$ cat src/rtl/cfg_sequencer.sv
module cfg_sequencer #(
  parameter int ADDR_W = 12,
  parameter int DATA_W = 32,
  parameter int CNT_W  = 16
) (
  input  logic              clk,
  input  logic              rst_n,
  input  logic              bus_en,
  input  logic              bus_we,
  input  logic              bus_win,
  input  logic [ADDR_W-1:0] bus_addr,
  input  logic [DATA_W-1:0] bus_wdata,
  output logic [DATA_W-1:0] bus_rdata,
  input  logic [4:0]        strap_i,
  input  logic              tgt_stat_n_i,
  input  logic              tgt_done_i,
  input  logic              tgt_init_i,
  input  logic              tgt_crc_i,
  output logic              tgt_rst_n_o,
  output logic              tgt_rst_oe_o,
  output logic              tgt_ce_n_o,
  output logic              tclk_o,
  output logic              tclk_oe_o,
  output logic [DATA_W-1:0] tdata_o,
  output logic              tdata_oe_o
);
  localparam logic [ADDR_W-1:0] A_STAT = ADDR_W'(12'h000);
  localparam logic [ADDR_W-1:0] A_CTRL = ADDR_W'(12'h004);
  localparam logic [ADDR_W-1:0] A_XCNT = ADDR_W'(12'h008);
  localparam logic [ADDR_W-1:0] A_XDON = ADDR_W'(12'h00C);
  localparam logic [ADDR_W-1:0] A_EVT  = ADDR_W'(12'h84C);
  localparam logic [ADDR_W-1:0] A_PINS = ADDR_W'(12'h850);
  localparam int HALF_W = DATA_W / 2;

  logic [9:0]        ctrl;
  logic [CNT_W-1:0]  xcnt;
  logic [3:0]        wcnt;
  logic              clk_hi, done;
  logic [DATA_W-1:0] data_r;
  logic [3:0]        pin_q, evt;
  logic [2:0]        phase;
  logic [1:0]        dec_ratio;
  logic              own, err_f, cmp_f;

  wire [3:0] pins   = {tgt_crc_i, tgt_init_i, tgt_done_i, tgt_stat_n_i};
  wire       csr_wr = bus_en && bus_we && !bus_win;
  wire       cnt_wr = csr_wr && bus_addr == A_XCNT && own;
  wire       word_wr = bus_en && bus_we && bus_win && own && ctrl[8]
                       && phase == 3'd2 && wcnt == 4'd0;

  assign own = ctrl[0];

  always_comb begin
    if (!own)                        phase = 3'd0;
    else if (ctrl[2] || !tgt_stat_n_i) phase = 3'd1;
    else if (!tgt_done_i)            phase = tgt_init_i ? 3'd5 : 3'd2;
    else                             phase = tgt_init_i ? 3'd4 : 3'd3;
  end

  always_comb begin
    case (strap_i[3:0] & 4'hB)
      4'hA:        dec_ratio = 2'd3;
      4'h2, 4'h9:  dec_ratio = 2'd2;
      4'h1:        dec_ratio = 2'd1;
      default:     dec_ratio = 2'd0;
    endcase
  end

  assign err_f = own && !ctrl[2] && !tgt_stat_n_i && !tgt_done_i;
  assign cmp_f = own && tgt_stat_n_i && tgt_done_i;

  always_comb begin
    bus_rdata = '0;
    if (!bus_win) begin
      case (bus_addr)
        A_STAT: bus_rdata = DATA_W'({cmp_f, err_f, strap_i[3], dec_ratio, strap_i, phase});
        A_CTRL: bus_rdata = DATA_W'(ctrl);
        A_XCNT: bus_rdata = DATA_W'(xcnt);
        A_XDON: bus_rdata = DATA_W'(done);
        A_EVT:  bus_rdata = DATA_W'(evt);
        A_PINS: bus_rdata = DATA_W'(pins);
        default: bus_rdata = '0;
      endcase
    end
  end

  always_ff @(posedge clk or negedge rst_n) begin
    if (!rst_n) begin
      ctrl <= '0; xcnt <= '0; wcnt <= '0; clk_hi <= 1'b0; done <= 1'b0;
      data_r <= '0; pin_q <= '0; evt <= '0;
    end else begin
      pin_q <= pins;
      evt   <= (evt & ~((csr_wr && bus_addr == A_EVT) ? bus_wdata[3:0] : 4'd0)) | (pins ^ pin_q);
      if (csr_wr && bus_addr == A_CTRL) ctrl <= bus_wdata[9:0];
      if (csr_wr && bus_addr == A_XDON && bus_wdata[0]) done <= 1'b0;
      if (!own) begin
        xcnt <= '0; wcnt <= '0; clk_hi <= 1'b0;
      end else begin
        if (clk_hi) clk_hi <= 1'b0;
        else if (!cnt_wr) begin
          if (wcnt != 4'd0) begin
            clk_hi <= 1'b1; wcnt <= wcnt - 4'd1;
          end else if (xcnt != '0) begin
            clk_hi <= 1'b1; xcnt <= xcnt - 1'b1;
            if (xcnt == CNT_W'(1)) done <= 1'b1;
          end
        end
        if (cnt_wr) xcnt <= bus_wdata[CNT_W-1:0];
        if (word_wr) begin
          wcnt   <= 4'd1 << ctrl[7:6];
          data_r <= ctrl[9] ? bus_wdata : {{(DATA_W-HALF_W){1'b0}}, bus_wdata[HALF_W-1:0]};
        end
      end
    end
  end

  assign tgt_rst_n_o  = ~ctrl[2];
  assign tgt_rst_oe_o = own;
  assign tgt_ce_n_o   = ctrl[1];
  assign tclk_o       = clk_hi;
  assign tclk_oe_o    = own;
  assign tdata_o      = data_r;
  assign tdata_oe_o   = own;


  pulse_width_chk: assert property (@(posedge clk) disable iff (!rst_n) clk_hi |=> !clk_hi);

  release_idle_chk: assert property (@(posedge clk) disable iff (!rst_n)
    !own |=> (xcnt == '0 && wcnt == 4'd0 && !tclk_o));

  done_empty_chk: assert property (@(posedge clk) disable iff (!rst_n) $rose(done) |-> xcnt == '0);

  window_gate_chk: assert property (@(posedge clk) disable iff (!rst_n)
    $rose(wcnt != 4'd0) |-> $past(phase == 3'd2 && ctrl[8]));

  word_count_chk: assert property (@(posedge clk) disable iff (!rst_n) wcnt <= 4'd8);
endmodule

$ cat config.mk
export PLATFORM = sky130hd
export DESIGN_NAME = cfg_sequencer
export DESIGN_NICKNAME = d
export VERILOG_FILES = /design/src/rtl/cfg_sequencer.sv
export SDC_FILE = /design/constraint.sdc
export NUM_CORES = 1
export LEC_CHECK = 0
export CAP_MARGIN = 20
export CORE_UTILIZATION = 55
export CTS_CLUSTER_DIAMETER = 100
export DETAILED_ROUTE_END_ITERATION = 7
export DONT_BUFFER_PORTS = 1
export GPL_TIMING_DRIVEN = 0
export PLACE_DENSITY = 0.84
export SLEW_MARGIN = 10
export SYNTH_ARGS = -nofsm -noshare
export SYNTH_HDL_FRONTEND = slang
export SYNTH_SLANG_ARGS = --single-unit
export TNS_END_PERCENT = 30
$ cat constraint.sdc
create_clock -name clk -period 2.2 [get_ports clk]
set_input_delay 0.11 -clock clk [delete_from_list [all_inputs] [get_ports clk]]
set_output_delay 0.11 -clock clk [all_outputs]
set_load 0.1 [all_outputs]
==> metrics.yaml <==
setup_path:
  r2r_end: "xcnt[10]"
  r2r-start: "xcnt[3]"
  worst_ep_arrival_time_ns: 2.38
  cp_data_required_time_ns: 2.09
  start_kind: "register"
  worstRegToRegCells: 7
  crit_path_start: "ctrl[2]"
  crit_type: "register to primary output"
  crit_path_end_kind: "primary output"
  rrSetupSlack_ns: -0.29
  crit_end: "bus_rdata[0]"
  critPathMaxFanout: 2
run_status:
  status: "finished, violations left"
  failed_checks: "negative setup slack"
yosys:
  avgSynthCellArea_um2: 9.336
  synth_edf_count: 0
  syn_area_um2: 4043
  ys_ff_latch: 72
  synthCells: 433
  ys_seq_area_frac: 0.4457
  yosysWarnings: 0
  ys_types: 54
  synth_area_leaders: "dfrtp_1 45%, mux2_2 7.2%, nand2_1 6.1%, o21ai_0 4.7%, buf_4 3.3%"
  ys.flop_type: "dfrtp_1"
  synthArstFlopShare: 1.000
  synth_top_area_cell: "dfrtp_1"
  netlist.area_leader.share: 0.4457
clock_tree:
  clock_latency_ns: 0.37
  cts_tree: "built"
  clk_path_buf_depth: 2
  path_clk_slew_ns: 0.08
  root_buffer: "clkbuf_8"
  cts_max_level: 3
  clock_sinks: 72
  cts_buffers: 9
die:
  ios: 128
  core-area_um2: 6944
  die_h_um: 87.74
  initial_utilization: 0.5822
  dieArea_um2: 7697
  rows: 30
  die_w_um: 87.74
detailed_routing:
  antenna_left: 0
  vias: 3983
  first_pass_iters: 8
  via_per_inst: 6.363
  wl_per_cell_um: 22.17
  drt_iter0_drc: 456
  totalWireLength_um: 13880
  drc: 0
global_routing:
  grt_pass1_vias: 3672
  antenna_found_initial: 0
  track_usage: 0.3260
  grt_max_degree: 73
  grt_pass1_wl_um: 18480
  grt_overflow: 0
final_layout:
  antennaDiodeCount: 0
  synthToLayoutAreaGrowth_pct: 35.87
  drive_above_1_share: 0.3075
  fin_area_um2: 5493
  nFillCells: 402
  final_util: 0.7910
  fin_nets: 590
power_and_ir_drop:
  power.leakage_uw: 0.002357
  peakVddDrop_uv: 476.7
  power_density_nw_per_um2: 531.5
  totalPowerFinal_uw: 2919
placement:
  place_congestion: 0.9369
  dp_hpwl_um: 7770
  dp_slack_ns: -0.4628
  port_buffers: 0
  place_area_um2: 4322
flow_run:
  maxCapViolations: 0
sta:
  setup_ws_ns: -0.2941
  rsz0062_at_grt: "true"
  max_freq_mhz: 401.0
  maxSlewHeadroom: 0.2349
  tightest_slew_ns: 1.148
  setup_viol: 55
  finClkSkew_ns: 0.01461
  whs_ns: 0.02947
  timing.final.hold_violations: 0
  post-route-period-util: 1.134
  slew_violations: 0
  fin_crit_ns: 2.494
worst_hold_path:
  worst_hold_path_type: "input port to register"
==> layer usage <==
layer,vias to the layer above,global-route usage,wire [µm]
met1,1882,0.3952,5080
li1,1672,-,-
met2,350,0.5462,6539
met5,-,0,0
met4,0,0.1520,738
met3,79,0.08294,1519
==> report_power, final <==
group,leakage (µW),switching [µW],internal (µW),total (µW)
clock network,0.000118,558,710,1270
registers,0.000971,2.34,1330,1330
logic,0.00127,224,98.1,322
==> sequential cells by signal, summed over array words and instances, names as in the netlist <==
signal	cells
ctrl	10
done	1
evt	4
pin_q	4
tclk_o	1
tdata_o	32
wcnt	4
xcnt	16
==> kinds of logic after synthesis <==
logic type / after synthesis / synth area share
multiplexers: 31 / 0.08480
XOR/XNOR: 19 / 0.04116
AND/OR/NAND/NOR: 168 / 0.2037
other: 1 / 0.0009276
AO/OA/AOI/OAI: 88 / 0.1384
buffers and inverters: 47 / 0.06376
flip-flops: 72 / 0.4457
adder cells (fa/ha/maj): 7 / 0.02166
==> worst max-delay path, cell delays in order, from the launching register on <==
cell        delay [ns]
dfrtp_2           0.40
clkinvlp_4        0.45
a311oi_2          0.33
a21oi_1           0.07
o21ai_1           0.17
a22oi_2           0.09
nor2_4            0.50
==> cells in the final DEF, fill, tap and decap left out, types with 6 or more instances in the layout <==
cell,n
nor3_1,9
o21ai_0,25
o21ai_1,11
buf_4,42
ha_1,6
a21oi_1,10
dlygate4sd3_1,37
inv_1,8
dfrtp_1,69
nand2_1,64
nor2b_1,6
nor2_1,16
conb_1,16
nand3_1,10
clkbuf_8,11
xor2_1,14
nor2_4,13
mux2_2,26
==> cell usage after synthesis, types with 4 or more instances <==
cell type / count
nor2b_1: 6
a22oi_1: 6
and2_1: 5
a211oi_1: 7
clkbuf_1: 11
xor2_1: 14
mux2_2: 26
a21o_1: 5
nand2b_1: 5
nor2_1: 31
mux2i_1: 5
inv_1: 11
nor3_1: 12
buf_2: 5
dfrtp_1: 72
nor4_1: 6
buf_4: 18
nand3_1: 13
xnor2_1: 5
o21ai_0: 38
ha_1: 7
nand2_1: 66
or4_1: 4
a21oi_1: 12
==> worst min-delay path by stage <==
stage	startpoint	to	slack, ns	cells after the start
6_report	bus_wdata[14]	xcnt[14]	0.03	2
5_1_grt	bus_wdata[14]	xcnt[14]	0.04	2
4_1_cts	bus_wdata[11]	xcnt[11]	0.05	2
3_5_place_dp	rst_n	ctrl[1]	-0.18	0
3_3_place_gp	rst_n	ctrl[1]	-0.18	0
2_1_floorplan	rst_n	ctrl[1]	-0.19	0
==> stage by stage <==
step,setup TNS [ns],cells
final,-8.406,626
after global routing,-11.44,626
after global placement,-8.859,544
after CTS,-1.353,609
after floorplan,-1.609,448
after detailed placement,-9.144,545
==> layout make-up <==
class	instances	area, µm²	share of cell area
sequential	72	1808	0.3292
multi-input combinational	329	2345	0.4269
inverter	11	45.04	0.008200
buffer	35	257.7	0.04692
clock buffer	11	151.4	0.02756
clock inverter	5	87.58	0.01595
timing repair buffer	67	678.2	0.1235
tap	96	120.1	0.02187
==> what timing repair did <==
item | in CTS | in global routing
buffers inserted | 11 | 15
hold endpoints to repair | 139 | 0
endpoints found under the setup margin | 62 | 57
pin swaps | 14 | 17
gates cloned | 0 | 3
resized for setup | 41 | 55
hold buffers | 38 | 0
(Power assumes the default switching activity.)
